[config.mk]
export PLATFORM = sky130hd
export DESIGN_NAME = fault_injector
export DESIGN_NICKNAME = d
export VERILOG_FILES = /design/src/rtl/fi_pkg.sv /design/src/rtl/fi_cfg_check.sv /design/src/rtl/fi_line_sel.sv /design/src/rtl/fi_cfg_regs.sv /design/src/rtl/fi_corrupt.sv /design/src/rtl/fault_injector.sv
export SDC_FILE = /design/constraint.sdc
export NUM_CORES = 1
export LEC_CHECK = 0
export BUFFER_PORTS_ARGS = -buffer_cell sky130_fd_sc_hd__buf_2
export CORE_UTILIZATION = 49
export DETAILED_ROUTE_END_ITERATION = 10
export HOLD_SLACK_MARGIN = 0.02
export PLACE_DENSITY_LB_ADDON = 0.05
export SLEW_MARGIN = 0
export SYNTH_ARGS = -nofsm -noshare
export SYNTH_HDL_FRONTEND = slang
export SYNTH_SLANG_ARGS = --single-unit
[constraint.sdc]
create_clock -name clk -period 2.15 [get_ports clk]
set_input_delay 0.43 -clock clk [delete_from_list [all_inputs] [get_ports clk]]
set_output_delay 0.43 -clock clk [all_outputs]
set_load 0.02 [all_outputs]
[src/rtl/fi_pkg.sv]
`timescale 1ns/1ps
package fi_pkg;
  typedef enum logic [2:0] {
    FLT_NONE = 3'd0,
    FLT_SA0  = 3'd1,
    FLT_SA1  = 3'd2,
    FLT_WAND = 3'd3,
    FLT_WOR  = 3'd4,
    FLT_DOM  = 3'd5,
    FLT_DAND = 3'd6,
    FLT_DOR  = 3'd7
  } fault_e;

  function automatic logic is_bridge(fault_e f);
    return f inside {FLT_WAND, FLT_WOR, FLT_DOM, FLT_DAND, FLT_DOR};
  endfunction

  function automatic logic is_symmetric(fault_e f);
    return f inside {FLT_WAND, FLT_WOR};
  endfunction
endpackage

[src/rtl/fi_cfg_check.sv]
`timescale 1ns/1ps
module fi_cfg_check
  import fi_pkg::*;
#(
  parameter int LINES = 12,
  localparam int IW = (LINES > 1) ? $clog2(LINES) : 1
) (
  input  fault_e        ftype,
  input  logic [IW-1:0] tgt,
  input  logic [IW-1:0] ptr,
  output logic          ok
);
  localparam logic [IW:0] LIMIT = (IW+1)'(LINES);

  logic [IW:0] t_ext, p_ext;
  logic        tgt_in, ptr_in, adjacent;

  always_comb begin
    t_ext    = {1'b0, tgt};
    p_ext    = {1'b0, ptr};
    tgt_in   = t_ext < LIMIT;
    ptr_in   = p_ext < LIMIT;
    adjacent = (t_ext == p_ext + 1'b1) || (p_ext == t_ext + 1'b1);
    if (ftype == FLT_NONE)    ok = 1'b1;
    else if (is_bridge(ftype)) ok = tgt_in && ptr_in && adjacent;
    else                      ok = tgt_in;
  end
endmodule

[src/rtl/fi_line_sel.sv]
`timescale 1ns/1ps
module fi_line_sel
  import fi_pkg::*;
#(
  parameter int LINES = 12,
  localparam int IW = (LINES > 1) ? $clog2(LINES) : 1
) (
  input  fault_e          ftype,
  input  logic [IW-1:0]   tgt,
  input  logic [IW-1:0]   ptr,
  output logic [LINES-1:0] mask
);
  for (genvar i = 0; i < LINES; i++) begin : g_line
    always_comb begin
      mask[i] = 1'b0;
      if (ftype != FLT_NONE) begin
        if (tgt == IW'(i)) mask[i] = 1'b1;
        if (is_symmetric(ftype) && ptr == IW'(i)) mask[i] = 1'b1;
      end
    end
  end
endmodule

[src/rtl/fi_cfg_regs.sv]
`timescale 1ns/1ps
module fi_cfg_regs
  import fi_pkg::*;
#(
  parameter int LINES = 12,
  localparam int IW = (LINES > 1) ? $clog2(LINES) : 1
) (
  input  logic             clk,
  input  logic             rst_n,
  input  logic             cfg_valid,
  input  logic             cfg_enable,
  input  fault_e           ftype_in,
  input  logic [IW-1:0]    tgt_in,
  input  logic [IW-1:0]    ptr_in,
  input  logic             req_ok,
  input  logic [LINES-1:0] mask_in,
  output fault_e           ftype_q,
  output logic [IW-1:0]    tgt_q,
  output logic [IW-1:0]    ptr_q,
  output logic [LINES-1:0] mask_q,
  output logic             err_q
);
  logic armed_req;
  assign armed_req = cfg_enable && (ftype_in != FLT_NONE);

  always_ff @(posedge clk or negedge rst_n) begin
    if (!rst_n) begin
      ftype_q <= FLT_NONE;
      tgt_q   <= '0;
      ptr_q   <= '0;
      mask_q  <= '0;
      err_q   <= 1'b0;
    end else if (cfg_valid) begin
      if (armed_req && req_ok) begin
        ftype_q <= ftype_in;
        tgt_q   <= tgt_in;
        ptr_q   <= ptr_in;
        mask_q  <= mask_in;
      end else begin
        ftype_q <= FLT_NONE;
        tgt_q   <= '0;
        ptr_q   <= '0;
        mask_q  <= '0;
        if (armed_req) err_q <= 1'b1;
      end
    end
  end


  err_sticky_chk: assert property (@(posedge clk) disable iff (!rst_n)
    err_q |=> err_q);


  cfg_hold_chk: assert property (@(posedge clk) disable iff (!rst_n)
    !cfg_valid |=> ($stable(mask_q) && $stable(ftype_q) && $stable(err_q)));


  reject_chk: assert property (@(posedge clk) disable iff (!rst_n)
    (cfg_valid && armed_req && !req_ok) |=> (mask_q == '0 && err_q));


  two_lines_chk: assert property (@(posedge clk) disable iff (!rst_n)
    $countones(mask_q) <= 2);
endmodule

[src/rtl/fi_corrupt.sv]
`timescale 1ns/1ps
module fi_corrupt
  import fi_pkg::*;
#(
  parameter int LINES = 12,
  localparam int IW = (LINES > 1) ? $clog2(LINES) : 1
) (
  input  logic             clk,
  input  logic             rst_n,
  input  fault_e           ftype,
  input  logic [IW-1:0]    tgt,
  input  logic [IW-1:0]    ptr,
  input  logic [LINES-1:0] mask,
  input  logic [LINES-1:0] din,
  output logic [LINES-1:0] dout
);
  logic tgt_bit, ptr_bit, fault_val;

  always_comb begin
    tgt_bit = 1'b0;
    ptr_bit = 1'b0;
    for (int i = 0; i < LINES; i++) begin
      if (tgt == IW'(i)) tgt_bit = din[i];
      if (ptr == IW'(i)) ptr_bit = din[i];
    end
  end

  always_comb begin
    unique case (ftype)
      FLT_SA1:            fault_val = 1'b1;
      FLT_WAND, FLT_DAND: fault_val = tgt_bit & ptr_bit;
      FLT_WOR,  FLT_DOR:  fault_val = tgt_bit | ptr_bit;
      FLT_DOM:            fault_val = ptr_bit;
      default:            fault_val = 1'b0;
    endcase
  end

  for (genvar i = 0; i < LINES; i++) begin : g_out
    assign dout[i] = mask[i] ? fault_val : din[i];


    untouched_chk: assert property (@(posedge clk) disable iff (!rst_n)
      !mask[i] |-> (dout[i] == din[i]));
  end


  bypass_chk: assert property (@(posedge clk) disable iff (!rst_n)
    (ftype == FLT_NONE) |-> (dout == din));
endmodule

[src/rtl/fault_injector.sv]
`timescale 1ns/1ps
module fault_injector
  import fi_pkg::*;
#(
  parameter int LINES = 12,
  localparam int IW = (LINES > 1) ? $clog2(LINES) : 1
) (
  input  logic             clk,
  input  logic             rst_n,
  input  logic             cfg_valid,
  input  logic             cfg_enable,
  input  logic [2:0]       cfg_type,
  input  logic [IW-1:0]    cfg_target,
  input  logic [IW-1:0]    cfg_partner,
  output logic             config_error,
  input  logic             in_valid,
  output logic             in_ready,
  input  logic [LINES-1:0] in_data,
  output logic             out_valid,
  input  logic             out_ready,
  output logic [LINES-1:0] out_data
);
  fault_e           req_type, act_type;
  logic             req_ok;
  logic [LINES-1:0] req_mask, act_mask;
  logic [IW-1:0]    act_tgt, act_ptr;

  assign req_type = fault_e'(cfg_type);

  fi_cfg_check #(.LINES(LINES)) u_check (
    .ftype(req_type), .tgt(cfg_target), .ptr(cfg_partner), .ok(req_ok)
  );

  fi_line_sel #(.LINES(LINES)) u_sel (
    .ftype(req_type), .tgt(cfg_target), .ptr(cfg_partner), .mask(req_mask)
  );

  fi_cfg_regs #(.LINES(LINES)) u_regs (
    .clk(clk), .rst_n(rst_n), .cfg_valid(cfg_valid), .cfg_enable(cfg_enable),
    .ftype_in(req_type), .tgt_in(cfg_target), .ptr_in(cfg_partner),
    .req_ok(req_ok), .mask_in(req_mask),
    .ftype_q(act_type), .tgt_q(act_tgt), .ptr_q(act_ptr),
    .mask_q(act_mask), .err_q(config_error)
  );

  fi_corrupt #(.LINES(LINES)) u_corrupt (
    .clk(clk), .rst_n(rst_n), .ftype(act_type), .tgt(act_tgt), .ptr(act_ptr),
    .mask(act_mask), .din(in_data), .dout(out_data)
  );

  assign out_valid = in_valid;
  assign in_ready  = out_ready;


  handshake_chk: assert property (@(posedge clk) disable iff (!rst_n)
    (out_valid == in_valid) && (in_ready == out_ready));
endmodule

==> results.json <==
{
  "syn_area_um2": 2020,
  "ctsHtreeMaxLevel": 1,
  "vias_in_the_first_global_route": 1825,
  "clock-skew-final_ns": 0,
  "synth_simple_gate_area_share_pct": 19.4,
  "insertedDiodeCount": 0,
  "finalWorstSetupSlack_ns": -0.469,
  "peakVddDrop_mv": 0.354,
  "yosys_warnings": 0,
  "utilization_pct": 70.2,
  "vertical_extent_of_the_die_um": 66.2,
  "maxSlewHeadroom_pct": 58.3,
  "timing.hold.worst.class": "in -> async",
  "max_clock_freq_mhz": 382,
  "path_class": "reg -> out",
  "main_combinational_cell_family_by_area_after_synthesis": "compound AO/OA/AOI/OAI gates",
  "grt_util_all_layers_pct": 26.8,
  "cap_violations": 0,
  "arrival_time_at_the_worst_endpoint_ns": 2.19,
  "r2r.worst_path.cells": 3,
  "source_to_sink_clock_delay_at_the_later_pin_of_the_worst_skew_pair_ns": 0.26,
  "finalNetCount": 292,
  "leakagePower_nw": 1.20,
  "critPathMaxFanout": 12,
  "netlist_instances": 203,
  "async_flop_share_pct": 100,
  "design.core.area_um2": 3800,
  "timing.final.max_slew_violations": 0,
  "pre_cts_slack_ns": -0.325,
  "port_buffers": 39,
  "io_pins": 44,
  "chipWidth_um": 66.2,
  "routed_wl_mm": 5.37,
  "syn-num-nets": 240,
  "synthTopCellsByArea": "dfrtp_1, and3_1, a211oi_2, ha_1, a22o_1",
  "gp_routability_congestion": 0.877,
  "std_cell_rows": 22,
  "clock_tree_from_tritoncts": "built",
  "grt_antenna_before_repair": 0,
  "detail_route.wl_per_cell_um": 17.8,
  "fp.dieArea_um2": 4380,
  "reg2reg_slack_ns": 1.11,
  "wire_length_of_the_first_global_routing_pass_mm": 8.75,
  "dr_total_vias": 1872,
  "crit-reg2reg-launch": "u_regs.tgt_q[0]$_DFFE_PN0P_",
  "rr_endpoint": "u_regs.tgt_q[0]$_DFFE_PN0P_",
  "numCtsBuffers": 3,
  "synth_enable_flop_cells": 0,
  "synth_top_cells_by_count": "dfrtp_1, and3_1, nor2_1",
  "synth.lib_cells_used.distinct": 48,
  "post-route-drc-count": 0,
  "run_status": "finished, violations left",
  "syn_area_per_cell_um2": 9.94,
  "worst_pin_slew_ns": 0.625,
  "synthMuxAreaShare_pct": 8.00,
  "netlist.top_cell.by_area": "dfrtp_1",
  "vias_per_cell": 6.22,
  "cts-root-to-sink-buffers": 2,
  "cp_data_required_time_ns": 1.72,
  "grt_max_degree": 25,
  "synth.most_common_cell": "dfrtp_1",
  "overflow": 0,
  "synth_compound_area_share_pct": 27.6,
  "yosys_most_used_dff": "dfrtp_1",
  "rsz0062_at_grt": "true",
  "clk_slew_on_worst_s_h_paths_ns": 0.08,
  "pwr_density_cell_nw_per_um2": 424,
  "synth-seq-area-share_pct": 29.8,
  "area_grow_syn2layout_pct": 32.1,
  "start_util_pct": 53.1,
  "fillers": 297,
  "drt_iter0_markers": 91,
  "dpl.hpwl_mm": 4.23,
  "antenna_violating_nets_post_route": 0,
  "clock_sinks": 24,
  "setup_violations": 12,
  "startpoint": "u_regs.tgt_q[0]$_DFFE_PN0P_",
  "post_route_cells_drive_above_1_share_pct": 39.5,
  "yosys.area_share.xor_xnor_pct": 4.15,
  "worst_setup_path_end_kind": "output port",
  "ys_ff_latch": 24,
  "final_hold_viol_count": 0,
  "post-synth-top-area-fraction_pct": 29.8,
  "violations": "negative setup slack",
  "dr.pass1.iters": 4,
  "startpoint_type": "flip-flop",
  "root_buffer": "clkbuf_8",
  "finalCritPeriodShare_pct": 122,
  "finalCriticalPeriod_ns": 2.62,
  "synth-adder-area-share_pct": 4.96
}
-- logic make-up after synthesis --
logic type | Yosys count
buffers and inverters | 23
DFF | 24
AOI/OAI and AO/OA | 62
muxes | 9
xor gates and xnor gates | 8
adders and majority gates | 8
and+or+nand+nor | 69
-- where the power goes --
| part | internal [mW] | switching, mW | leakage, nW |
|---|---|---|---|
| Clock | 0.125 | 0.130 | 0.0216 |
| Sequential | 0.465 | 0.0175 | 0.324 |
| Combinational | 0.191 | 0.203 | 0.857 |
-- routing by layer --
metal,GRT usage [%],up-vias,part of all wire (%)
met5,0,-,0
met4,9.57,0,2.3
met3,3.97,14,6.5
met2,44.6,73,49
met1,35.1,908,42
li1,-,877,-
-- registers in the layout, indices dropped and copies added (netlist names) --
register,count
u_regs.mask_q,12
u_regs.ptr_q,4
u_regs.tgt_q,4
u_regs.ftype_q,3
u_regs.err_q,1
-- repair_timing --
item / in CTS / in global routing
buffers inserted: 2 / 0
setup endpoints to repair: 12 / 12
pin swaps: 2 / 4
cloned: 1 / 0
hold buffers: 0 / 0
resized for setup: 16 / 24
-- layout make-up --
type	instances	area, µm²	area share, %
Clock buffer	3	41.3	1.55
Multi-Input combinational cell	156	1440	54.0
Inverter	9	33.8	1.27
Sequential cell	24	603	22.6
Tap cell	48	60.1	2.25
Timing Repair Buffer	61	489	18.3
-- cell usage in the layout, fill, tap and decap left out, types with 4 or more instances in the layout --
cell / instances
a211oi_4: 10
a22o_1: 11
a22oi_1: 10
and3_1: 14
and3_4: 8
buf_2: 27
buf_4: 19
buf_6: 11
dfrtp_1: 22
ha_1: 8
inv_1: 9
nand2_1: 4
nor2_1: 17
nor2b_1: 4
o2bb2ai_1: 11
xnor2_1: 5
-- worst max-delay path by stage --
| stage | end | depth (start not counted) | slack (ns) |
|---|---|---|---|
| after floorplan | out_data[10] | 6 | -0.09 |
| after global placement | out_data[7] | 7 | -0.26 |
| after detailed placement | out_data[5] | 7 | -0.32 |
| after CTS | out_data[0] | 7 | -0.48 |
| after global routing | out_data[0] | 8 | -0.55 |
| final | out_data[0] | 7 | -0.47 |
-- worst max-delay path, cell delays in order, from the launching register on --
cell	delay (ns)
dfrtp_2	0.42
mux4_2	0.51
a21o_1	0.20
a41oi_2	0.22
buf_6	0.18
and3_1	0.22
a211oi_4	0.05
buf_6	0.13
-- through the flow --
stage | hold slack [ns] | cells | TNS (ns) | power [mW] | cell area (µm²)
floorplan | 0.134 | 203 | -0.296 | 0.717 | 2110
global placement | 0.420 | 295 | -2.94 | 0.824 | 2440
detailed placement | 0.427 | 295 | -3.70 | 0.837 | 2440
CTS | 0.139 | 301 | -5.54 | 1.12 | 2580
global route | 0.165 | 301 | -6.19 | 1.19 | 2670
finish | 0.138 | 301 | -5.37 | 1.13 | 2670
No activity file was read; power rests on OpenSTA's default activity.
